`src/rtl/perf_mon_unit.sv`:
```
module perf_mon_unit #(
  parameter int NUM_CTR = 4,
  parameter int CTR_W   = 32,
  parameter int NUM_EVT = 128,
  parameter int THR_W   = 6,
  parameter int MUL_W   = 3
) (
  input  logic               clk,
  input  logic               rst_n,
  input  logic               req_valid,
  input  logic               req_write,
  input  logic [7:0]         req_addr,
  input  logic [31:0]        req_wdata,
  output logic               rsp_valid,
  output logic [31:0]        rsp_rdata,
  output logic               acc_err,
  input  logic [NUM_EVT-1:0] event_in,
  input  logic               priv_mode,
  input  logic               ext_int_en,
  output logic               irq
);
  localparam int SEL_W = $clog2(NUM_EVT);
  localparam int IDX_W = (NUM_CTR > 1) ? $clog2(NUM_CTR) : 1;
  localparam int PRE_W = THR_W + (1 << MUL_W) - 1;
  localparam logic [CTR_W-1:0] TOP_POS = {1'b0, {(CTR_W-1){1'b1}}};

  logic [3:0]                     gctl;
  logic [NUM_CTR-1:0][CTR_W-1:0]  ctr;
  logic [NUM_CTR-1:0][11:0]       lsel;
  logic [NUM_CTR-1:0][10:0]       lscl;
  logic [NUM_CTR-1:0]             trig, ovf_sig;

  wire       wr_ok = req_valid & req_write & ~req_addr[7];
  wire [2:0] grp   = req_addr[6:4];
  wire [3:0] idx   = req_addr[3:0];
  wire       idx_ok = 32'(idx) < NUM_CTR;
  wire       wr_g  = wr_ok & (grp == 3'd0) & (idx == 4'd0);

  for (genvar i = 0; i < NUM_CTR; i++) begin : g_ctr
    logic [PRE_W-1:0] pre;
    wire  hit_idx = idx == 4'(i);
    wire  wr_c    = wr_ok & (grp == 3'd1) & hit_idx;
    wire  wr_s    = wr_ok & (grp == 3'd2) & hit_idx;
    wire  wr_k    = wr_ok & (grp == 3'd3) & hit_idx;
    wire [SEL_W-1:0] sel = lsel[i][SEL_W-1:0];
    wire [THR_W-1:0] thr = lscl[i][THR_W-1:0];
    wire [MUL_W-1:0] mul = lscl[i][8 +: MUL_W];
    wire [PRE_W-1:0] lim = PRE_W'(thr) << mul;
    wire  mode_frz = priv_mode ? lsel[i][9] : lsel[i][8];
    wire  run = gctl[3] & ~gctl[0] & ~lsel[i][10] & ~mode_frz;
    wire  hit = run & event_in[sel];
    wire  inc = hit & ((thr == '0) | (pre >= lim));

    assign trig[i]    = inc & ~wr_c & lsel[i][11] & (ctr[i] == TOP_POS);
    assign ovf_sig[i] = ctr[i][CTR_W-1] & lsel[i][11];

    always_ff @(posedge clk) begin
      if (!rst_n) begin
        ctr[i]  <= '0;
        pre     <= '0;
        lsel[i] <= '0;
        lscl[i] <= '0;
      end else begin
        if (wr_c) begin
          ctr[i] <= req_wdata[CTR_W-1:0];
          pre    <= '0;
        end else if (inc) begin
          ctr[i] <= ctr[i] + 1'b1;
          pre    <= '0;
        end else if (hit) begin
          pre <= pre + 1'b1;
        end
        if (wr_s) lsel[i] <= req_wdata[11:0] & 12'hF7F;
        if (wr_k) lscl[i] <= req_wdata[10:0] & 11'h73F;
      end
    end
  end

  always_ff @(posedge clk) begin
    if (!rst_n) begin
      gctl <= '0;
    end else begin
      if (wr_g) gctl <= req_wdata[3:0];
      if (gctl[1] & (|trig)) gctl[0] <= 1'b1;
    end
  end

  logic [31:0] rd;
  wire  [IDX_W-1:0] ix = idx[IDX_W-1:0];
  always_comb begin
    rd = '0;
    case (grp)
      3'd0: if (idx == 4'd0) rd = 32'(gctl);
      3'd1: if (idx_ok) rd = 32'(ctr[ix]);
      3'd2: if (idx_ok) rd = 32'(lsel[ix]);
      3'd3: if (idx_ok) rd = 32'(lscl[ix]);
      default: rd = '0;
    endcase
  end

  always_ff @(posedge clk) begin
    if (!rst_n) begin
      rsp_valid <= 1'b0;
      rsp_rdata <= '0;
      acc_err   <= 1'b0;
    end else begin
      rsp_valid <= req_valid & ~req_write;
      rsp_rdata <= (req_valid & ~req_write) ? rd : '0;
      acc_err   <= req_valid & req_write & req_addr[7];
    end
  end

  assign irq = gctl[3] & gctl[2] & ext_int_en & (|ovf_sig);
endmodule


```
`config.mk`:
```
export PLATFORM = sky130hd
export DESIGN_NAME = perf_mon_unit
export DESIGN_NICKNAME = d
export VERILOG_FILES = /design/src/rtl/perf_mon_unit.sv
export SDC_FILE = /design/constraint.sdc
export NUM_CORES = 1
export LEC_CHECK = 0
export ABC_CLOCK_PERIOD_IN_PS = 5400
export BUFFER_PORTS_ARGS = -buffer_cell sky130_fd_sc_hd__buf_2
export CORE_MARGIN = 4
export CORE_UTILIZATION = 50
export CTS_BUF_LIST = sky130_fd_sc_hd__clkbuf_4 sky130_fd_sc_hd__clkbuf_8
export DETAILED_ROUTE_END_ITERATION = 6
export PLACE_DENSITY = 0.69
export SYNTH_ARGS = -nofsm -noshare
export SYNTH_HDL_FRONTEND = slang
export SYNTH_SLANG_ARGS = --single-unit
```
`constraint.sdc`:
```
create_clock -name clk -period 5.4 [get_ports clk]
set_input_delay 0.27 -clock clk [delete_from_list [all_inputs] [get_ports clk]]
set_output_delay 0.27 -clock clk [all_outputs]
set_load 0.01 [all_outputs]
```
# After elaboration in Yosys (flattened, before gate mapping)
# Index checks and enable logic that the tools add are counted.
classes:
  n_addsub: 8
  n_mul: 0
  div: 0
  order_cmp: 10
  eq_ne: 10
  shifts: 4
  muxes: 33
  n_bitwise: 78
  reduce_logical: 18
op_table:
  columns: ["cell", "n"]
  rows:
  - ["$mux W32", 10]
  - ["$add A32 B1 Y32 const B", 4]
  - ["$eq A32 B31 Y1 const B", 4]
  - ["$pmux W32 S4", 1]
  - ["$bmux W32 S2", 1]
  - ["$and A1 B1 Y1", 58]
  - ["$add A13 B1 Y13 const B", 4]
  - ["$ge A13 B13 Y1", 4]
  - ["$shl A6 B3 Y13", 4]
  - ["$lt A7 B8 Y1 const B", 4]
  - ["$bmux W1 S7", 4]
  - ["$bmux W12 S2", 1]
  - ["$logic_not A6 Y1", 4]
  - ["$mux W12", 2]
  - ["$bmux W11 S2", 1]
  - ["$mux W11", 2]
  - ["$not A1 Y1", 16]
  - ["$reduce_or A3 Y1", 4]
  - ["$mux W1", 10]
  - ["$reduce_bool A2 Y1", 5]
  - ["$eq A4 B2 Y1 const B", 2]
  - ["$reduce_or A4 Y1", 2]
  - ["$eq A3 B2 Y1 const B", 2]
  - ["$eq A4 B1 Y1 const B", 1]
  - ["8 further kinds", 11]
totals:
  reg_bits: 298
  latch_bits: 0
  ramBits: 0
  rom_bits: 0
  inputBits: 174
  output_inout_bits: 35
  elab_cells: 182
  mem_count: 0

# Depth between registers and ports, before layout
# Gate-level depths: netlist of the first run.
depth:
  depth_word: 12
  mapped_depth: 17
  mapped_depth_nobuf: 14

# Least setup slack after synthesis of the first run
# OpenSTA, ideal clock, no wires.
synth_path:
  path_kind: "register to register"
  startpoint: "register lscl (netlist bit g_ctr[0].mul[0])"
  endpoint: "register ctr[23] (netlist bit)"
  setup_ps: 132
  arrival_ps: 3383
  t_required_ps: 5268
  setup_slack_ps: 1885
  stages_incl_launch_ff: 15
  n_path_buf: 2
  synth_period_minus_slack_ps: 3515
  cell_sequence: "dfxtp_1 > clkbuf_1 > clkbuf_1 > mux2i_1 > mux2i_1 > ha_1 > nand3_1 > o21bai_1 > a21oi_1 > o31ai_1 > a2111oi_0 > nand3_1 > nor3_1 > xnor2_1 > a21oi_1"
synth_via:
  elab_chain_len: 5
synth_rtl:
  columns: ["element", "line", "source"]
  rows:
  - ["start: declaration", "30", "logic [NUM_CTR-1:0][10:0] lscl;"]
  - ["start signal: indexed assignment", "74", "if (wr_k) lscl[i] <= req_wdata[10:0] & 11'h73F;"]
  - ["$shl A6 B3 Y13", "48", "wire [PRE_W-1:0] lim = PRE_W'(thr) << mul;"]
  - ["$ge A13 B13 Y1", "52", "wire inc = hit & ((thr == '0) | (pre >= lim));"]
  - ["$or A1 B1 Y1", "52", null]
  - ["$and A1 B1 Y1", "52", null]
  - ["$reduce_bool A2 Y1 (no line)", null, null]
  - ["end signal: indexed assignment", "65", "ctr[i] <= req_wdata[CTR_W-1:0];"]
  - ["end signal: indexed assignment", "68", "ctr[i] <= ctr[i] + 1'b1;"]
  - ["end: declaration", "28", "logic [NUM_CTR-1:0][CTR_W-1:0] ctr;"]
# Every way passes these cells.
# A chain may end at the register's enable or synchronous reset.

# Worst setup path in the final report of the first run
layout_path:
  startpoint: "register lsel (netlist bit g_ctr[2].sel[2])"
  endpoint: "register ctr[95] (netlist bit)"
layout_via:
  elab_chain_len: 5
layout_rtl:
  columns: ["element", "line", "source"]
  rows:
  - ["start: declaration", "29", "logic [NUM_CTR-1:0][11:0] lsel;"]
  - ["start signal: indexed assignment", "73", "if (wr_s) lsel[i] <= req_wdata[11:0] & 12'hF7F;"]
  - ["$bmux W1 S7", "51", "wire hit = run & event_in[sel];"]
  - ["$mux W1 (not written as such)", "51", null]
  - ["$and A1 B1 Y1", "51", null]
  - ["$and A1 B1 Y1", "52", null]
  - ["$reduce_bool A2 Y1 (no line)", null, null]
# Every way passes these cells. The select of a mux whose other input is x is not followed.

==> tab_implementation.tex, run 1 <==
\begin{tabular}{lr}
\hline
Metric & Value \\
\hline
\multicolumn{2}{l}{\textbf{Critical path}} \\
\quad Kind of end point of the critical path & flip-flop \\
\quad Category of the most critical setup path & reg -> reg \\
\quad Critical R2R Capture & ctr[95] \\
\quad Register-to-register path setup slack & 0.87 ns \\
\quad Launch instance of the worst register-to-register path & g\_ctr[2].sel[2] \\
\quad Reg2reg path depth & 11 \\
\quad Arrival time worst endpoint & 5.04 ns \\
\quad Critical Path Stages & 11 \\
\quad Critical-path cell list & buf\_4 -> mux2i\_1 -> or3\_1 -> o2111ai\_1 -> o2bb2ai\_1 -> nor4\_1 -> nand3b\_1 -> buf\_4 -> or4\_1 -> or3\_1 -> a31oi\_1 \\
\quad Maximum cell stage delay along the critical path & 0.91 ns \\
\quad Critical path peak fanout & 21 \\
\quad Cell family with most CP delay & simple AND/OR/NAND/NOR gates \\
\quad Slowest CP cell & dfxtp\_1 \\
\quad Required time at the worst-slack endpoint & 5.91 ns \\
\quad Buf+Inv Stages, Crit Path & 2 \\
\quad Critical path launch point type & flip-flop \\
\multicolumn{2}{l}{\textbf{Pwr}} \\
\quad Power Dens Cells & 216 nW/um2 \\
\quad Leakage power & 8.21 nW \\
\quad Worst IR Drop VDD & 0.133 mV \\
\multicolumn{2}{l}{\textbf{Route}} \\
\quad Post-route ant nets & 0 \\
\quad Routed length per instance & 23.1 um \\
\quad Via-to-Cell Ratio & 6.44 \\
\quad DRC errors left & 0 \\
\quad Drt total wl & 68200 um \\
\quad DR pass1 iterations & 6 \\
\quad Initial DRC count & 1934 \\
\quad Routed via count & 19000 \\
\multicolumn{2}{l}{\textbf{Yosys}} \\
\quad Synth warnings & 0 \\
\quad Portion of the post-synthesis area used by sequential elements & 28.4\% \\
\quad Synthesized netlist cell count & 2236 \\
\quad Async set or reset register ratio after synthesis & 0\% \\
\quad Flop and latch count out of synthesis & 298 \\
\quad Post-Syn Nets & 2470 \\
\quad Post-synth cell types & 71 \\
\quad Most instantiated flip-flop cell in the synthesis netlist & dfxtp\_1 \\
\quad Post-synth design cell area & 21000 um2 \\
\quad Post-synth EDFFs & 0 \\
\quad Per-instance average area after synthesis & 9.40 um2 \\
\multicolumn{2}{l}{\textbf{Floorplanning}} \\
\quad Vertical die dimension & 213 um \\
\quad Site row count & 74 \\
\quad IO Pins & 209 \\
\quad Core Region & 41200 um2 \\
\quad DIE AREA & 45400 um2 \\
\quad Initial standard-cell utilization of the core & 51.0\% \\
\quad X dimension of the die & 213 um \\
\multicolumn{2}{l}{\textbf{Global route}} \\
\quad Pin count of the biggest net entering global routing & 86 \\
\quad Most crowded layer after global routing & met2 \\
\quad Met2 usage & 47.0\% \\
\quad Total routing usage reported by global routing & 29.3\% \\
\quad Antenna violations before repair & 3 \\
\quad Overflow after GRT & 0 \\
\quad Met1 global-route usage & 38.7\% \\
\quad Vias in the first global route & 18600 \\
\quad Wire length of the first global-routing pass & 105000 um \\
\quad Met3 Resource Use GR & 5.30\% \\
\multicolumn{2}{l}{\textbf{STA}} \\
\quad Final worst clock skew & 0.0406 ns \\
\quad Number of pins with negative max-slew slack in the final report & 0 \\
\quad Timing-limited maximum frequency & 0.221 GHz \\
\quad Min cycle time layout & 4.53 ns \\
\quad Actual slew at the worst max-slew pin & 1.23 ns \\
\quad Setup total negative slack & 0 ns \\
\quad Share of the cycle needed by the critical path after routing & 83.9\% \\
\quad Least setup slack across all paths after layout & 0.870 ns \\
\quad Unrepaired setup endpoints after global routing & no \\
\quad Slew headroom & 17.6\% \\
\quad Count of final hold-check violations & 0 \\
\quad Final setup fails & 0 \\
\multicolumn{2}{l}{\textbf{Place}} \\
\quad Routability cong. & 0.980 \\
\quad Placed standard-cell area & 22200 um2 \\
\quad Port Buf Inserts & 208 \\
\quad Worst Setup Slack post-DPL & 1.06 ns \\
\quad DP HPWL & 49600 um \\
\multicolumn{2}{l}{\textbf{Clock network}} \\
\quad TritonCTS clock tree & done \\
\quad CTS sink count & 298 \\
\quad Post-CTS clock slew at the launch and capture registers of the worst setup and hold paths & 0.06 ns \\
\quad Inserted Clock Buffers & 54 \\
\quad Maximum buffer depth of the clock tree & 3 \\
\quad Clock insertion delay at the later pin of the skew report & 0.63 ns \\
\quad \# H-tree levels & 2 \\
\quad Buffer type at the clock tree root & clkbuf\_8 \\
\multicolumn{2}{l}{\textbf{Worst hold path}} \\
\quad Beginning of the worst hold path & req\_valid \\
\quad Hold Path Cell Cnt & 3 \\
\quad Path category of the worst min-delay check & in -> reg \\
\quad Endpoint of the worst hold-timing path & rsp\_valid \\
\multicolumn{2}{l}{\textbf{Layout}} \\
\quad Share of post-route cells with drive strength above 1 & 23.3\% \\
\quad Leading cell type in the layout, fill and taps excluded & dfxtp\_1 \\
\quad Number of nets in the layout & 2602 \\
\quad Final core utilization & 57.5\% \\
\quad Layout Area Growth over Synthesis & 12.7\% \\
\quad Commonest cells after routing, fill and taps aside & 293 x dfxtp\_1, 218 x nor2\_1, 206 x buf\_2, 181 x mux4\_2, 165 x mux2i\_1 \\
\quad Cell area after layout & 23700 um2 \\
\quad Area occupied by registers & 5970 um2 \\
\quad Number of fill cells & 3624 \\
\quad Area used by multi-input combinational logic & 14100 um2 \\
\multicolumn{2}{l}{\textbf{Job}} \\
\quad Maxcap violations & 0 \\
\multicolumn{2}{l}{\textbf{Run status}} \\
\quad Result of the run & complete, no violations \\
\hline
\end{tabular}
-- layer usage --
layer,vias to the layer above,wire length [um],share of wire [%]
met5,-,0,0
met4,0,3550,5.2
met3,194,6520,9.6
met2,1062,31100,46
met1,9119,27000,40
li1,8610,-,-
-- timing repair --
item	in CTS	in global routing
hold buffers	21	0
endpoints found under the setup margin	0	0
buffers inserted	0	0
endpoints found under the hold margin	52	0
gates resized for setup	0	0
-- worst max path at each step --
stage                     slack, ns        to            start
after floorplan                1.88   ctr[23]  g_ctr[0].mul[0]
final                          0.87   ctr[95]  g_ctr[2].sel[2]
after global routing           0.66  ctr[125]  g_ctr[3].mul[1]
after global placement         1.14   ctr[95]  g_ctr[2].sel[2]
after detailed placement       1.06   ctr[95]  g_ctr[2].sel[2]
after CTS                      1.01   ctr[95]  g_ctr[2].sel[2]
-- cell usage after synthesis (all sizes together) (21+ instances only) --
cell type / count / area, um2
nand2: 107 / 402
ha: 60 / 751
clkbuf: 126 / 478
a21oi: 134 / 671
nand3: 70 / 350
buf: 53 / 309
nand2b: 21 / 131
nand4: 59 / 369
nor2: 219 / 825
nor3: 51 / 267
inv: 54 / 203
or3: 22 / 143
nor2b: 45 / 282
mux2: 21 / 236
nor4: 31 / 194
and3: 26 / 163
xnor2: 91 / 797
mux2i: 165 / 1650
xor2: 66 / 578
o21ai: 149 / 746
mux4: 181 / 4080
dfxtp: 298 / 5970
-- kinds of logic (layout without fill, tap and decap cells) --
kind of cell / after synthesis / count (layout) / synth area share (%)
AND/OR/NAND/NOR: 723 / 723 / 17.4
AO/OA/AOI/OAI: 398 / 398 / 11.0
multiplexers: 367 / 367 / 28.4
flip-flops: 298 / 298 / 28.4
buffers and inverters: 233 / 409 / 4.71
XOR/XNOR: 157 / 157 / 6.54
adder cells (fa/ha/maj): 60 / 60 / 3.57
other: 0 / 5 / 0
-- power breakdown --
group	internal (mW)	switching, mW	total [mW]
combinational	0.166	0.230	0.397
clock	1.51	1.01	2.52
sequential	2.20	0.00285	2.20
total	3.88	1.25	5.12
-- through the flow --
step	hold WS (ns)	std cells	power [mW]
after detailed placement	0.512	2823	2.62
after floorplan	0.365	2236	2.44
after global routing	0.0316	2946	5.28
final	0.0461	2949	5.12
after CTS	0.0000986	2944	5.15
after global placement	0.500	2823	2.62
-- sequential cells by signal (all words and copies together), names as in the netlist --
| signal | count |
|---|---|
| acc_err | 1 |
| ctr | 128 |
| g_ctr.mul | 12 |
| g_ctr.pre | 52 |
| g_ctr.sel | 28 |
| g_ctr.thr | 24 |
| gctl | 4 |
| lsel | 16 |
| rsp_rdata | 32 |
| rsp_valid | 1 |
-- area by class of cell --
type,instances,area share [%]
Timing Repair Buffer,255,6.13
Multi-Input combinational cell,1705,59.5
Inverter,54,0.856
Clock inverter,14,0.766
Antenna cell,5,0.0528
Clock buffer,86,4.73
Sequential cell,298,25.2
Tap cell,532,2.81
-- worst min-delay path, delay by kind of cell --
family / cells / cell delay, ns
buf+inv: 1 / 0.11
simple gates: 2 / 0.18
Power figures use the tool's default switching activity.
==> run 2: changes to the inputs <==
ABC_AREA = 1   (was unset)
ABC_CLOCK_PERIOD_IN_PS = 4100   (was 5400)
PLACE_DENSITY = 0.72   (was 0.69)
clock period = 4.1 ns   (was 5.4 ns; I/O delays follow)
==> run 2 against run 1 <==
Effect of this change:
- worst hold slack better by 0.043 ns
- largest cell class unchanged
- die area rose by 7.9%
- clock skew increased by 0.019 ns
- maximum frequency rose by 28%
- clock power increased by 23%
- largest power group unchanged
- global-route usage up 5.2 points
- the flow now finishes with violations (design-rule violations)
- core utilization decreased by 0.47 points
- combinational power rose by 40%
- setup slack lost 0.32 ns
- flip-flop and latch count is the same
==> tab_implementation.tex, run 2 <==
\begin{tabular}{lr}
\hline
Metric & Value \\
\hline
\multicolumn{2}{l}{\textbf{Run status}} \\
\quad Result of the run & complete, but fails checks \\
\quad Violated checks & design-rule violations \\
\multicolumn{2}{l}{\textbf{STA}} \\
\quad Count of final hold-check violations & 0 (unchanged) \\
\quad Setup total negative slack & 0 ns (unchanged) \\
\quad Timing-limited maximum frequency & 0.282 GHz (+28\%) \\
\quad Actual slew at the worst max-slew pin & 1.10 ns (-0.130 ns) \\
\quad Final worst clock skew & 0.0596 ns (+0.0190 ns) \\
\quad Min cycle time layout & 3.55 ns (-0.978 ns) \\
\quad Number of pins with negative max-slew slack in the final report & 0 (unchanged) \\
\quad Final setup fails & 0 (unchanged) \\
\quad Slew headroom & 26.2\% (+8.7 points) \\
\quad Unrepaired setup endpoints after global routing & no \\
\quad Share of the cycle needed by the critical path after routing & 86.6\% (+2.7 points) \\
\multicolumn{2}{l}{\textbf{Layout}} \\
\quad Leading cell type in the layout, fill and taps excluded & nand2\_1 \\
\quad Commonest cells after routing, fill and taps aside & 1262 x nand2\_1, 547 x nand3\_1, 294 x dfxtp\_1, 214 x inv\_1, 208 x buf\_2 \\
\quad Final core utilization & 57.0\% (-0.47 points) \\
\quad Top register by number of flip-flops & ctr \\
\quad Largest regs & ctr x128, g\_ctr.pre x52, rsp\_rdata x32 \\
\quad Max reg flops & 128 (unchanged) \\
\quad Number of nets in the layout & 4073 (+57\%) \\
\quad Cell area after layout & 25400 um2 (+7.4\%) \\
\quad Share of post-route cells with drive strength above 1 & 11.6\% (-12 points) \\
\quad Layout Area Growth over Synthesis & 11.8\% \\
\multicolumn{2}{l}{\textbf{Critical path}} \\
\quad Critical path peak fanout & 31 (+48\%) \\
\quad Launch instance of the worst register-to-register path & g\_ctr[0].mul[0] \\
\quad Arrival time worst endpoint & 4.09 ns (-0.95 ns) \\
\quad Critical path launch point type & flip-flop \\
\quad Required time at the worst-slack endpoint & 4.64 ns (-1.27 ns) \\
\quad Kind of end point of the critical path & flip-flop \\
\quad Critical path startpoint & g\_ctr[0].mul[0] \\
\quad Category of the most critical setup path & reg -> reg \\
\multicolumn{2}{l}{\textbf{Route}} \\
\quad DRC errors left & 4 (+4) \\
\quad Post-route ant nets & 0 (unchanged) \\
\quad Routed via count & 26700 (+41\%) \\
\quad Initial DRC count & 3694 (+91\%) \\
\quad Routed length per instance & 20.1 um (-13\%) \\
\quad DR pass1 iterations & 7 (+1) \\
\quad Drt total wl & 89700 um (+32\%) \\
\quad Via-to-Cell Ratio & 5.98 (-7.2\%) \\
\multicolumn{2}{l}{\textbf{Clock network}} \\
\quad Post-CTS clock slew at the launch and capture registers of the worst setup and hold paths & 0.06 ns (about the same) \\
\quad \# H-tree levels & 2 (unchanged) \\
\quad TritonCTS clock tree & done \\
\quad Buffer type at the clock tree root & clkbuf\_8 \\
\quad Inserted Clock Buffers & 52 (-3.7\%) \\
\quad CTS sink count & 298 (unchanged) \\
\quad Clock insertion delay at the later pin of the skew report & 0.67 ns (+0.04 ns) \\
\quad Maximum buffer depth of the clock tree & 3 (unchanged) \\
\multicolumn{2}{l}{\textbf{Place}} \\
\quad Placed standard-cell area & 23900 um2 (+8.0\%) \\
\quad Port Buf Inserts & 208 (unchanged) \\
\quad Routability cong. & 0.991 (+1.1\%) \\
\quad DP HPWL & 61400 um (+24\%) \\
\multicolumn{2}{l}{\textbf{Yosys}} \\
\quad Per-instance average area after synthesis & 6.15 um2 (-35\%) \\
\quad Area share of the largest cell type after synthesis & 26.2\% (-2.2 points) \\
\quad Most instantiated flip-flop cell in the synthesis netlist & dfxtp\_1 \\
\quad Post-Syn Nets & 3935 (+59\%) \\
\quad Most area-consuming cells after synthesis & dfxtp\_1 26\%, nand2\_1 21\%, nand3\_1 12\%, o21ai\_0 3.8\%, a21oi\_1 3.5\% \\
\quad Most repeated cell in the gate-level netlist after synthesis & nand2\_1 \\
\quad Async set or reset register ratio after synthesis & 0\% (unchanged) \\
\quad Post-synth design cell area & 22800 um2 (+8.3\%) \\
\quad Portion of the post-synthesis area used by sequential elements & 26.2\% (-2.2 points) \\
\quad Cell type with the largest total area after synthesis & dfxtp\_1 \\
\quad Post-synth cell types & 61 (-14\%) \\
\quad Flop and latch count out of synthesis & 298 (unchanged) \\
\quad Post-synth EDFFs & 0 (unchanged) \\
\quad Leading cell types by count after synthesis & 1262 x nand2\_1, 547 x nand3\_1, 298 x dfxtp\_1, 214 x inv\_1, 175 x o21ai\_0 \\
\quad Synthesized netlist cell count & 3701 (+66\%) \\
\quad Synth warnings & 0 (unchanged) \\
\multicolumn{2}{l}{\textbf{Global route}} \\
\quad Antenna violations before repair & 2 (-1) \\
\quad Overflow after GRT & 0 (unchanged) \\
\quad Wire length of the first global-routing pass & 138000 um (+32\%) \\
\quad Vias in the first global route & 24700 (+33\%) \\
\quad Pin count of the biggest net entering global routing & 88 (+2.3\%) \\
\quad Total routing usage reported by global routing & 34.6\% (+5.2 points) \\
\multicolumn{2}{l}{\textbf{Pwr}} \\
\quad Leakage power & 10.0 nW (+22\%) \\
\quad Overall power & 6.56 mW (+28\%) \\
\quad Power Dens Cells & 258 nW/um2 (+19\%) \\
\quad Worst IR Drop VDD & 0.291 mV (+120\%) \\
\multicolumn{2}{l}{\textbf{Floorplanning}} \\
\quad Initial standard-cell utilization of the core & 51.0\% (about the same) \\
\quad Site row count & 77 (+4.1\%) \\
\quad X dimension of the die & 221 um (+3.9\%) \\
\quad IO Pins & 209 (unchanged) \\
\quad Core Region & 44600 um2 (+8.3\%) \\
\quad DIE AREA & 49000 um2 (+7.9\%) \\
\quad Vertical die dimension & 221 um (+3.9\%) \\
\multicolumn{2}{l}{\textbf{Job}} \\
\quad Maxcap violations & 0 (unchanged) \\
\multicolumn{2}{l}{\textbf{Worst hold path}} \\
\quad Path category of the worst min-delay check & in -> reg \\
\quad Beginning of the worst hold path & rst\_n \\
\hline
\end{tabular}
-- run 2: changes by cell type in the layout (fill, tap and decap cells not counted), moves of 25 or more --
cell	before	now
nand2_1	104	1262
nand3_1	70	547
mux4_2	181	0
inv_1	53	214
mux2i_1	165	4
a31oi_1	14	125
xnor2_1	91	26
nor2_1	218	156
nor2b_1	45	0
a21oi_1	134	161
o21ai_0	149	175
xor2_1	66	91
-- run 2: kinds of logic after synthesis --
group,count (synthesis),share of synthesized area [%]
XOR/XNOR,117,4.50
buffers and inverters,456,8.90
adder cells (fa/ha/maj),60,3.30
AND/OR/NAND/NOR,2170,41.6
AO/OA/AOI/OAI,596,15.3
multiplexers,4,0.176
flip-flops,298,26.2
-- run 2: worst paths after layout --
path | to | slack (ns) | cells past startpoint
max | g_ctr[0].pre[8] | 0.55 | 18
min | acc_err | 0.09 | 3
max reg2reg | g_ctr[0].pre[8] | 0.55 | 18
min reg2reg | ctr[58] | 0.48 | 2
-- run 2: routing by layer --
metal	vias to the layer above	share of wire (%)	GRT usage (%)
met3	402	11	8.52
met1	11900	38	43.2
met5	-	0	0
li1	12700	-	-
met2	1656	44	53.9
met4	0	6.9	21.0
-- run 2: power by group --
part	switching (mW)	internal [mW]
logic	0.379	0.177
registers	0.00264	2.90
clock network	1.35	1.75
-- run 2: per-stage QoR --
step                      cells  hold slack, ns  worst slack [ns]
after floorplan            3701           0.308              1.26
after global placement     4342           0.449             0.670
after detailed placement   4342           0.453             0.591
after CTS                  4468          0.0467             0.580
after global routing       4469          0.0642             0.198
final                      4470          0.0895             0.548
-- run 2: layout make-up --
class,instances,area (um2)
fillers,4480,19200
multi-input cells,2947,14800
flip-flops and latches,298,5970
repair buffers,297,1870
clock buffers,75,951
inverters,243,915
well taps,592,741
clock inverters,16,198
diodes,2,5.00
-- run 2: critical path, stage by stage, from the launching register on --
cell and delay, ns:
dfxtp_1 0.39, inv_1 0.16, nand2_1 0.06, nand2_1 0.06
inv_1 0.05, o21ai_0 0.22, nand2_1 0.09, ha_1 0.31
a21oi_1 0.14, o21ai_0 0.09, a21oi_1 0.13, nor2_1 0.05
o211ai_1 0.15, nand4_1 0.18, nand2_2 0.15, nand2_1 0.12
inv_2 0.49, nand2_1 0.37, nor3b_1 0.26
-- run 2: repair_timing --
item,CTS,global route
buffers inserted,0,0
endpoints found under the setup margin,0,0
endpoints found under the hold margin,131,0
hold buffers,35,0
resized for setup,0,0
